[config.mk]
export PLATFORM = sky130hd
export DESIGN_NAME = gbn_switch
export DESIGN_NICKNAME = d
export VERILOG_FILES = /design/src/rtl/gbn_pkg.sv /design/src/rtl/gbn_arb.sv /design/src/rtl/gbn_outq.sv /design/src/rtl/gbn_switch.sv
export SDC_FILE = /design/constraint.sdc
export NUM_CORES = 1
export LEC_CHECK = 0
export ABC_AREA = 1
export BUFFER_PORTS_ARGS = -buffer_cell sky130_fd_sc_hd__buf_2
export CAP_MARGIN = 15
export CORE_MARGIN = 3
export CORE_UTILIZATION = 45
export DETAILED_ROUTE_END_ITERATION = 10
export HOLD_SLACK_MARGIN = 0.05
export PLACE_DENSITY_LB_ADDON = 0.2
export SETUP_SLACK_MARGIN = 0.5
export SLEW_MARGIN = 25
export SYNTH_ARGS = -nofsm -noshare
export SYNTH_HDL_FRONTEND = slang
export SYNTH_SLANG_ARGS = --single-unit
[constraint.sdc]
create_clock -name clk -period 2.93 [get_ports clk]
set_clock_uncertainty 0.05 [all_clocks]
set_input_delay 0.1465 -clock clk [delete_from_list [all_inputs] [get_ports clk]]
set_output_delay 0.1465 -clock clk [all_outputs]
set_load 0.01 [all_outputs]
[src/rtl/gbn_pkg.sv]
package gbn_pkg;
  typedef enum logic [1:0] {
    FK_IDLE = 2'd0,
    FK_HEAD = 2'd1,
    FK_BODY = 2'd2,
    FK_TAIL = 2'd3
  } flit_kind_e;
endpackage

[src/rtl/gbn_arb.sv]
module gbn_arb #(
  parameter int N  = 4,
  parameter int RR = 0
) (
  input  logic         clk,
  input  logic         rst,
  input  logic [N-1:0] req,
  output logic [N-1:0] grant
);
  localparam int PW = (N > 1) ? $clog2(N) : 1;

  logic [PW-1:0] ptr;
  logic [PW-1:0] win;
  logic          any;
  int            base;

  always_comb begin
    grant = '0;
    any   = 1'b0;
    win   = '0;
    base  = (RR != 0) ? int'(ptr) : 0;
    for (int k = 0; k < N; k++) begin
      int t;
      t = (base + k) % N;
      if (!any && req[t]) begin
        grant[t] = 1'b1;
        any      = 1'b1;
        win      = PW'(t);
      end
    end
  end

  always_ff @(posedge clk) begin
    if (rst || RR == 0) ptr <= '0;
    else if (any) ptr <= (win == PW'(N - 1)) ? '0 : win + 1'b1;
  end

  p_grant_onehot_r4: assert property (@(posedge clk) disable iff (rst)
    $onehot0(grant));
  p_grant_has_req_r5: assert property (@(posedge clk) disable iff (rst)
    (grant & ~req) == '0);
endmodule

[src/rtl/gbn_outq.sv]
module gbn_outq #(
  parameter int W     = 26,
  parameter int DEPTH = 4
) (
  input  logic         clk,
  input  logic         rst,
  input  logic         wr_en,
  input  logic [W-1:0] wr_data,
  output logic         full,
  input  logic         out_ready,
  output logic         out_valid,
  output logic [W-1:0] out_data
);
  localparam int AW = (DEPTH > 1) ? $clog2(DEPTH) : 1;
  localparam int CW = $clog2(DEPTH + 1);

  logic [W-1:0]  mem [DEPTH];
  logic [AW-1:0] wptr, rptr;
  logic [CW-1:0] count;
  logic          pop;

  assign full = (count == CW'(DEPTH));
  assign pop  = (count != '0) && (!out_valid || out_ready);

  always_ff @(posedge clk) begin
    if (wr_en) mem[wptr] <= wr_data;
  end

  always_ff @(posedge clk) begin
    if (rst) begin
      wptr      <= '0;
      rptr      <= '0;
      count     <= '0;
      out_valid <= 1'b0;
      out_data  <= '0;
    end else begin
      if (wr_en) wptr <= (wptr == AW'(DEPTH - 1)) ? '0 : wptr + 1'b1;
      if (pop) begin
        rptr      <= (rptr == AW'(DEPTH - 1)) ? '0 : rptr + 1'b1;
        out_data  <= mem[rptr];
        out_valid <= 1'b1;
      end else if (out_ready) begin
        out_valid <= 1'b0;
      end
      count <= count + CW'(wr_en) - CW'(pop);
    end
  end

  p_no_overflow_r7: assert property (@(posedge clk) disable iff (rst)
    wr_en |-> !full);
  p_stall_hold_r10: assert property (@(posedge clk) disable iff (rst)
    (out_valid && !out_ready) |=> (out_valid && $stable(out_data)));
endmodule

[src/rtl/gbn_switch.sv]
module gbn_switch
  import gbn_pkg::*;
#(
  parameter int NIN    = 4,
  parameter int NOUT   = 4,
  parameter int DW     = 16,
  parameter int RW     = 8,
  parameter int QDEPTH = 4,
  parameter int RR     = 0
) (
  input  logic              clk,
  input  logic              rst,
  input  logic [NIN-1:0]    in_valid,
  input  logic [2*NIN-1:0]  in_kind,
  input  logic [RW*NIN-1:0] in_route,
  input  logic [DW*NIN-1:0] in_data,
  output logic [NIN-1:0]    in_ack,
  output logic [NIN-1:0]    in_nack,
  input  logic [NOUT-1:0]   out_ready,
  output logic [NOUT-1:0]   out_valid,
  output logic [2*NOUT-1:0] out_kind,
  output logic [RW*NOUT-1:0] out_route,
  output logic [DW*NOUT-1:0] out_data
);
  localparam int LW = (NOUT > 1) ? $clog2(NOUT) : 1;
  localparam int FW = 2 + RW + DW;

  logic [1:0]    kind  [NIN];
  logic [RW-1:0] route [NIN];
  logic [DW-1:0] data  [NIN];
  logic [LW-1:0] tgt   [NIN];
  logic [LW-1:0] dest  [NIN];
  logic [NIN-1:0] head_v, flow_v, tgt_ok, accept, drop;

  logic [NIN-1:0] path_vld, drop_st;
  logic [LW-1:0]  path_out [NIN];

  logic [NIN-1:0] holders [NOUT];
  logic [NIN-1:0] req     [NOUT];
  logic [NIN-1:0] gnt     [NOUT];
  logic [NOUT-1:0] avail, full, wr_en;
  logic [FW-1:0]  wr_data [NOUT];
  logic [FW-1:0]  q_out   [NOUT];

  for (genvar i = 0; i < NIN; i++) begin : g_in
    assign kind[i]   = in_kind[2*i +: 2];
    assign route[i]  = in_route[RW*i +: RW];
    assign data[i]   = in_data[DW*i +: DW];
    assign tgt[i]    = route[i][LW-1:0];
    assign tgt_ok[i] = (int'(tgt[i]) < NOUT);
    assign head_v[i] = in_valid[i] && (kind[i] == FK_HEAD);
    assign flow_v[i] = in_valid[i] && (kind[i] == FK_BODY || kind[i] == FK_TAIL);
    assign dest[i]   = head_v[i] ? tgt[i] : path_out[i];
  end

  for (genvar o = 0; o < NOUT; o++) begin : g_out
    always_comb begin
      for (int i = 0; i < NIN; i++) begin
        holders[o][i] = path_vld[i] && (path_out[i] == LW'(o));
        req[o][i]     = head_v[i] && tgt_ok[i] && (tgt[i] == LW'(o));
      end
    end
    assign avail[o] = (!(|holders[o]) || (|(holders[o] & head_v))) && !full[o];

    gbn_arb #(.N(NIN), .RR(RR)) u_arb (
      .clk   (clk),
      .rst   (rst),
      .req   (req[o] & {NIN{avail[o]}}),
      .grant (gnt[o])
    );

    always_comb begin
      wr_en[o]   = 1'b0;
      wr_data[o] = '0;
      for (int i = 0; i < NIN; i++) begin
        if (accept[i] && dest[i] == LW'(o)) begin
          wr_en[o]   = 1'b1;
          wr_data[o] = {kind[i], head_v[i] ? (route[i] >> LW) : route[i], data[i]};
        end
      end
    end

    gbn_outq #(.W(FW), .DEPTH(QDEPTH)) u_q (
      .clk       (clk),
      .rst       (rst),
      .wr_en     (wr_en[o]),
      .wr_data   (wr_data[o]),
      .full      (full[o]),
      .out_ready (out_ready[o]),
      .out_valid (out_valid[o]),
      .out_data  (q_out[o])
    );

    assign out_kind[2*o +: 2]   = q_out[o][FW-1 -: 2];
    assign out_route[RW*o +: RW] = q_out[o][DW +: RW];
    assign out_data[DW*o +: DW]  = q_out[o][DW-1:0];

    p_one_holder_r6: assert property (@(posedge clk) disable iff (rst)
      $countones(holders[o]) <= 1);
  end

  always_comb begin
    for (int i = 0; i < NIN; i++) begin
      accept[i] = 1'b0;
      if (head_v[i]) accept[i] = tgt_ok[i] && gnt[tgt[i]][i];
      else if (flow_v[i])
        accept[i] = !drop_st[i] && path_vld[i] && !full[path_out[i]];
      drop[i] = (head_v[i] || flow_v[i]) && !accept[i];
    end
  end

  always_ff @(posedge clk) begin
    if (rst) begin
      path_vld <= '0;
      drop_st  <= '0;
      in_ack   <= '0;
      in_nack  <= '0;
      for (int i = 0; i < NIN; i++) path_out[i] <= '0;
    end else begin
      in_ack  <= accept;
      in_nack <= drop;
      for (int i = 0; i < NIN; i++) begin
        if (head_v[i]) begin
          path_vld[i] <= accept[i];
          drop_st[i]  <= !accept[i];
          if (accept[i]) path_out[i] <= tgt[i];
        end else if (flow_v[i]) begin
          if (!accept[i]) begin
            drop_st[i]  <= 1'b1;
            path_vld[i] <= 1'b0;
          end else if (kind[i] == FK_TAIL) begin
            path_vld[i] <= 1'b0;
          end
        end
      end
    end
  end

  for (genvar i = 0; i < NIN; i++) begin : g_chk
    p_resp_needs_flit_r2: assert property (@(posedge clk) disable iff (rst)
      (in_ack[i] || in_nack[i]) |-> $past(in_valid[i]));
    p_drop_sticky_r8: assert property (@(posedge clk) disable iff (rst)
      (drop_st[i] && flow_v[i]) |=> in_nack[i]);
  end
endmodule

==> results of run 1 <==
critical path, cell delays in order, from the launching register on:
cell and delay, ns:
edfxtp_1 0.46, inv_2 0.13, nand3_2 0.12, nor2_1 0.13
nor2_1 0.07, nand3_2 0.10, nand2_2 0.07, buf_4 0.14
nor2_4 0.08, nand2_1 0.07, nand3_2 0.10, nand2_4 0.08
nand2_8 0.10, nand2_4 0.07, nand3_4 0.09, nor2_4 0.05
ha_1 0.26, inv_1 0.06, ha_1 0.12, inv_1 0.05
fa_1 0.41, o21ai_1 0.14, a21oi_1 0.05
flip-flops by register name (all words and copies together) (netlist names):
register,flops
g_out.u_q.wptr,8
path_out,8
g_out.u_q.rptr,8
g_out.u_q.out_data,104
g_out.u_q.out_valid,4
in_ack,4
path_vld,4
in_nack,4
g_out.u_q.mem,416
drop_st,4
g_out.u_q.count,12
layer usage:
metal  wire [µm]  share of wire [%]  up-vias
li1            -                  -    11170
met1       39670                 42    11440
met2       42510                 45     1076
met3        7310                7.7      239
met4        4893                5.2        4
met5          27              0.029        -
where the power goes:
part | switching, mW | total [mW] | leakage, nW | internal (mW)
logic | 5.58 | 8.60 | 8.01 | 3.02
registers | 0.614 | 10.6 | 5.26 | 9.99
clock network | 3.12 | 7.41 | 0.944 | 4.29
total | 9.31 | 26.6 | 14.2 | 17.3
stage by stage:
step / cells / setup TNS, ns / area (µm²) / hold WS (ns) / util [%]
5_1_grt: 4281 / -77.22 / 35160 / 0.05255 / 59.35
4_1_cts: 4260 / -1.279 / 34370 / 0.05082 / 58.02
3_5_place_dp: 4068 / -42.17 / 30800 / 0.4287 / 52.00
6_report: 4283 / -12.04 / 35160 / 0.07528 / 59.36
2_1_floorplan: 2968 / -0.2032 / 27170 / 0.1739 / -
3_3_place_gp: 4068 / -20.34 / 30800 / 0.4269 / 52.00
synthesized netlist by cell type:
| master | count | area, µm² |
|---|---|---|
| buf_6 | 11 | 123.9 |
| nand3_1 | 233 | 1166 |
| nand2_2 | 13 | 81.33 |
| clkinv_1 | 5 | 18.77 |
| nand2_1 | 288 | 1081 |
| nor2_1 | 599 | 2248 |
| a31o_2 | 4 | 35.03 |
| and3_1 | 1 | 6.260 |
| o211ai_1 | 4 | 30.03 |
| nand2_4 | 10 | 112.6 |
| edfxtp_1 | 424 | 12730 |
| inv_1 | 220 | 825.8 |
| or2_2 | 4 | 25.02 |
| buf_1 | 5 | 18.77 |
| o311ai_1 | 1 | 8.760 |
| a21boi_2 | 2 | 22.52 |
| o21ai_1 | 23 | 115.1 |
| fa_1 | 4 | 80.08 |
| a21boi_1 | 3 | 22.52 |
| nor2_4 | 5 | 56.30 |
| nand3_2 | 11 | 110.1 |
| clkbuf_2 | 4 | 20.02 |
| ha_1 | 28 | 350.3 |
| buf_2 | 43 | 215.2 |
| mux2i_1 | 7 | 70.07 |
| nor3b_1 | 7 | 52.55 |
| inv_2 | 25 | 93.84 |
| a21oi_1 | 98 | 490.5 |
| clkbuf_1 | 106 | 397.9 |
| nand4_1 | 17 | 106.4 |
| or2_1 | 6 | 37.54 |
| nor4_1 | 1 | 6.260 |
| nand3b_1 | 3 | 22.52 |
| buf_4 | 10 | 75.07 |
| dfxtp_1 | 152 | 3043 |
| nor3_1 | 15 | 75.07 |
| a31oi_1 | 105 | 656.9 |
| nor2_2 | 5 | 31.28 |
| o21ai_0 | 462 | 2312 |
| nand3_4 | 4 | 70.07 |
kinds of logic after synthesis:
family	count (synthesis)	synth area share, %
adder cells (fa/ha/maj)	32	1.591
AO/OA/AOI/OAI	702	13.66
flip-flops	576	58.32
multiplexers	7	0.2591
AND/OR/NAND/NOR	1222	19.55
buffers and inverters	429	6.615
area by class of cell:
cell class	instances	area (µm²)
fillers	5070	24080
diodes	3	7.507
clock buffers	78	1598
clock inverters	34	342.8
inverters	250	965.9
repair buffers	606	4767
multi-input cells	1963	10740
well taps	773	967.2
flip-flops and latches	576	15780
path summary, 6_finish.rpt:
check,cells after the start,start,slack (ns),to
worst max-delay path,22,path_out[2][0],-0.17,g_out[1].u_q.count[2]
worst min register to register,1,drop_st[3],0.44,drop_st[3]
worst min-delay path,5,in_data[9],0.08,g_out[2].u_q.mem[2][9]
worst max register to register,22,path_out[2][0],-0.17,g_out[1].u_q.count[2]
what timing repair did:
action | CTS | global route
endpoints found under the hold margin | 155 | 8
setup endpoints to repair | 852 | 853
resized for setup | 197 | 154
hold buffers | 40 | 2
gates cloned | 3 | 2
pin swaps | 66 | 56
setup buffers | 37 | 16
==> impl_metrics.toml, run 1 <==
[cells_and_area]
num-nets-final = 3602
drive_gt1_share_pct = 27.06
mostFrequentLayoutCell = "nor2_1"
synthToLayoutAreaGrowth_pct = 30.01
final_cell_mix = "nor2_1, o21ai_0, edfxtp_1"

[timing]
final_max_slew_viol_count = 0
maxSlewHeadroom_pct = 36.88
rsz0062_at_grt = "true"
finalWorstSetupSlack_ns = -0.1722
finalCriticalPeriod_ns = 3.102
setup_viol = 204
max_freq_mhz = 322.4
fin_crit_sh_pct = 105.9
hold_viol_final = 0
worst_pin_slew_ns = 0.9369

[worst_setup_path]
critPathLaunchType = "flop"
cp_max_fo = 4
cp-end-kind = "flop"
critPathArrivalTime_ns = 3.58
cp.required_ns = 3.41
crit_type = "reg -> reg"

[placement]
pre_cts_ws_ns = -0.3438
globalplace.congestion = 1.010
dpl.hpwl_um = 64340
portBuffers = 229

[grt]
grt.overflow.total = 0
globalRouteMet3Util_pct = 4.180
grt_pass1_vias = 22540
track_usage_pct = 29.26
antenna_found_initial = 5
gr-max-usage-layer = "met2"
global_route.usage.met1_pct = 40.88
grt_use_met2_pct = 45.36
grt_max_degree = 55
grt_pass1_wl_um = 139500

[power]
p_per_area_mw_per_mm2 = 756.9
ir_worst_vdd_uv = 576.2
total_power_mw = 26.61
leakage_nw = 14.22

[clock_tree]
clock_path_buffers = 3
clk_latency_ns = 0.63
tritoncts = "built"
cts_buffers = 59
clkTransAtPathRegs_ns = 0.06
cts_max_level = 2
clock_sinks = 576
cts-root-buf = "clkbuf_16"

[floorplanning]
die_x_um = 251.2
die_h_um = 251.2
io_pins = 230
rows = 89
dieArea_mm2 = 0.06308
start_util_pct = 45.66
coreArea_mm2 = 0.05924

[detailed_routing]
drt_iter0_markers = 2447
vias = 23930
wire_per_inst_um = 22.04
antenna_left = 0
vias_per_cell = 5.587
drc = 0
wl_um = 94410
drt_first_pass_iters = 9

[run]
maxCapViolations = 0

[yosys]
yosysWarnings = 0
synth_cells = 2968
synth_nets = 3114
ys_seq_elements = 576
yosysSeqAreaShare_pct = 58.32
synth_area_mm2 = 0.02705
ys_types = 40
avgSynthCellArea_um2 = 9.113

[status]
status = "complete, but fails checks"
violations = "negative setup slack"

[hold_path]
hold_class = "in -> reg"
No activity file was read; power rests on OpenSTA's default activity.
==> inputs of run 2 (changes only) <==
REMOVE_ABC_BUFFERS = 1   (was not set)
==> run 2 against run 1 <==
- the flow still finishes with violations (negative setup slack)
- total power is 0.59% higher
- final cell count shrank 0.91%
- non-clock buffer count down 41
- die area stayed put
- setup slack lost 0.063 ns
- hold slack improved by 0.011 ns
- combinational power shrank 3.0%
- sequential power about the same
==> impl_metrics.toml, run 2 (same netlist as run 1, synthesis figures left out) <==
[clock_tree]
clk_latency_ns = 0.62
clock_sinks = 576
tritoncts = "built"
cts-root-buf = "clkbuf_16"
clock_path_buffers = 3
cts_max_level = 2
cts_buffers = 58
clkTransAtPathRegs_ns = 0.07

[placement]
globalplace.congestion = 0.9915
dpl.hpwl_um = 63270
portBuffers = 229
dpl_cell_area_mm2 = 0.03069

[timing]
hold_viol_final = 0
rsz0062_at_grt = "true"
fin_crit_sh_pct = 108.0
worst_pin_slew_ns = 1.170
max_freq_mhz = 315.9
finalWorstSetupSlack_ns = -0.2356
setup_viol = 123
finalCriticalPeriod_ns = 3.166
final_max_slew_viol_count = 0
holdWs_ns = 0.08604
setup_tns_ns = -6.909
maxSlewHeadroom_pct = 21.17

[cells_and_area]
final_cell_mix = "nor2_1, o21ai_0, edfxtp_1"
register_area_mm2 = 0.01578
largest_register = "g_out.u_q.mem"
num-nets-final = 3560
largest_register_ffs = 416
mostFrequentLayoutCell = "nor2_1"
fin_util_pct = 57.61
multi_input_area_mm2 = 0.01015
top_regs = "g_out.u_q.mem (416), g_out.u_q.out_data (104), g_out.u_q.count (12)"
n_fill_cell = 5167
drive_gt1_share_pct = 23.67
synthToLayoutAreaGrowth_pct = 26.19
finish.instance_area_mm2 = 0.03413

[grt]
grt.overflow.total = 0
grt_max_degree = 81
antenna_found_initial = 16
track_usage_pct = 28.33
grt_pass1_vias = 21890
grt_pass1_wl_um = 135800

[floorplanning]
rows = 89
start_util_pct = 45.66
io_pins = 230
coreArea_mm2 = 0.05924
dieArea_mm2 = 0.06308
die_x_um = 251.2
die_h_um = 251.2

[detailed_routing]
vias_per_cell = 5.553
drt_first_pass_iters = 6
vias = 23570
wire_per_inst_um = 21.71
antenna_left = 0
wl_um = 92140
drt_iter0_markers = 2268
drc = 0

[power]
power.share.clock_pct = 29.3
p_per_area_mw_per_mm2 = 784.4
pwr-share-comb_pct = 31.1
leakage_nw = 13.85
ir_worst_vdd_uv = 482.4
power.share.sequential_pct = 39.6
p_switching_mw = 9.178
switching_share_pct = 34.28
internal_power_mw = 17.59

[worst_setup_path]
crit_family = "simple AND/OR/NAND/NOR gates"
cp_max_fo = 6
path_cells = "buf_6, inv_6, nand3_4, nand2_1, inv_1, nand2_2, nand3_4, buf_4, nand4_1, nand2_1, nand2_1, nand2_2, nand2_4, nand2_8, nand2_4, nand3_4, nor2_4, ha_4, inv_2, ha_4, inv_2, fa_2, nor2_1"
cp.required_ns = 3.38
cp-end-kind = "flop"
critPathArrivalTime_ns = 3.61
crit_type = "reg -> reg"
max_stage_delay_ns = 0.52
cp_slowest_cell = "fa_2"
critPathLaunchType = "flop"
critPathBufInv = 6

[run]
maxCapViolations = 0

[status]
violations = "negative setup slack"
status = "complete, but fails checks"

[hold_path]
hold_class = "in -> reg"
[run 2: changes by cell type in the layout (fill, tap and decap cells not counted), moves of 11 or more]
cell / delta
a21oi_1: +16
buf_6: -38
a21oi_4: -15
nand2_2: -25
nand3_1: +40
buf_4: +11
nand3_2: -36
nand2_1: +34
[run 2: stage by stage]
step | std cells | worst slack [ns] | power (mW)
6_report | 4244 | -0.2356 | 26.77
5_1_grt | 4239 | -0.3216 | 28.31
4_1_cts | 4219 | -0.1834 | 26.76
3_5_place_dp | 4062 | -0.3038 | 18.72
3_3_place_gp | 4062 | -0.2525 | 18.52
2_1_floorplan | 2789 | -0.6720 | 15.09
[run 2: tightest hold or removal path, cell delays in order]
cell	delay, ns
buf_2	0.16
nand2_1	0.07
nand2_1	0.20
[run 2: path summary, 6_finish.rpt]
kind,start,endpoint,slack [ns],depth (start not counted)
worst min register to register,drop_st[3],drop_st[3],0.45,1
worst min-delay path,in_data[63],g_out[0].u_q.mem[2][15],0.09,3
worst max register to register,path_out[0][1],g_out[1].u_q.count[1],-0.24,23
worst max-delay path,path_out[0][1],g_out[1].u_q.count[1],-0.24,23
[run 2: repair_timing]
item,4_1_cts,5_1_grt
endpoints found under the setup margin,852,853
hold buffers,36,0
gates resized for setup,67,117
hold endpoints to repair,126,0
buffers inserted,11,16
gates cloned,0,2
pin swaps,27,49
[run 2: power by group through the flow]
stage / registers, mW / logic [mW] / clock network, mW
final: 10.6 / 8.34 / 7.85
after global placement: 10.7 / 7.80 / 0
after CTS: 10.6 / 8.18 / 7.97
after detailed placement: 10.8 / 7.96 / 0
after global routing: 10.7 / 9.27 / 8.33
after floorplan: 11.3 / 3.77 / 0
[run 2: cell type report]
type | count | area share (%)
sequential | 576 | 46.23
multi-input combinational | 1963 | 29.75
timing repair buffer | 565 | 12.28
clock buffer | 73 | 4.656
inverter | 250 | 2.852
tap | 773 | 2.834
clock inverter | 37 | 1.353
antenna | 7 | 0.05132
[run 2: per-layer routing]
metal	track usage (%)	wire length (µm)	vias up
li1	-	-	11080
met1	39.18	38500	11190
met2	45.29	42010	1090
met3	4.914	7841	191
met4	10.09	3678	20
met5	0	116	-
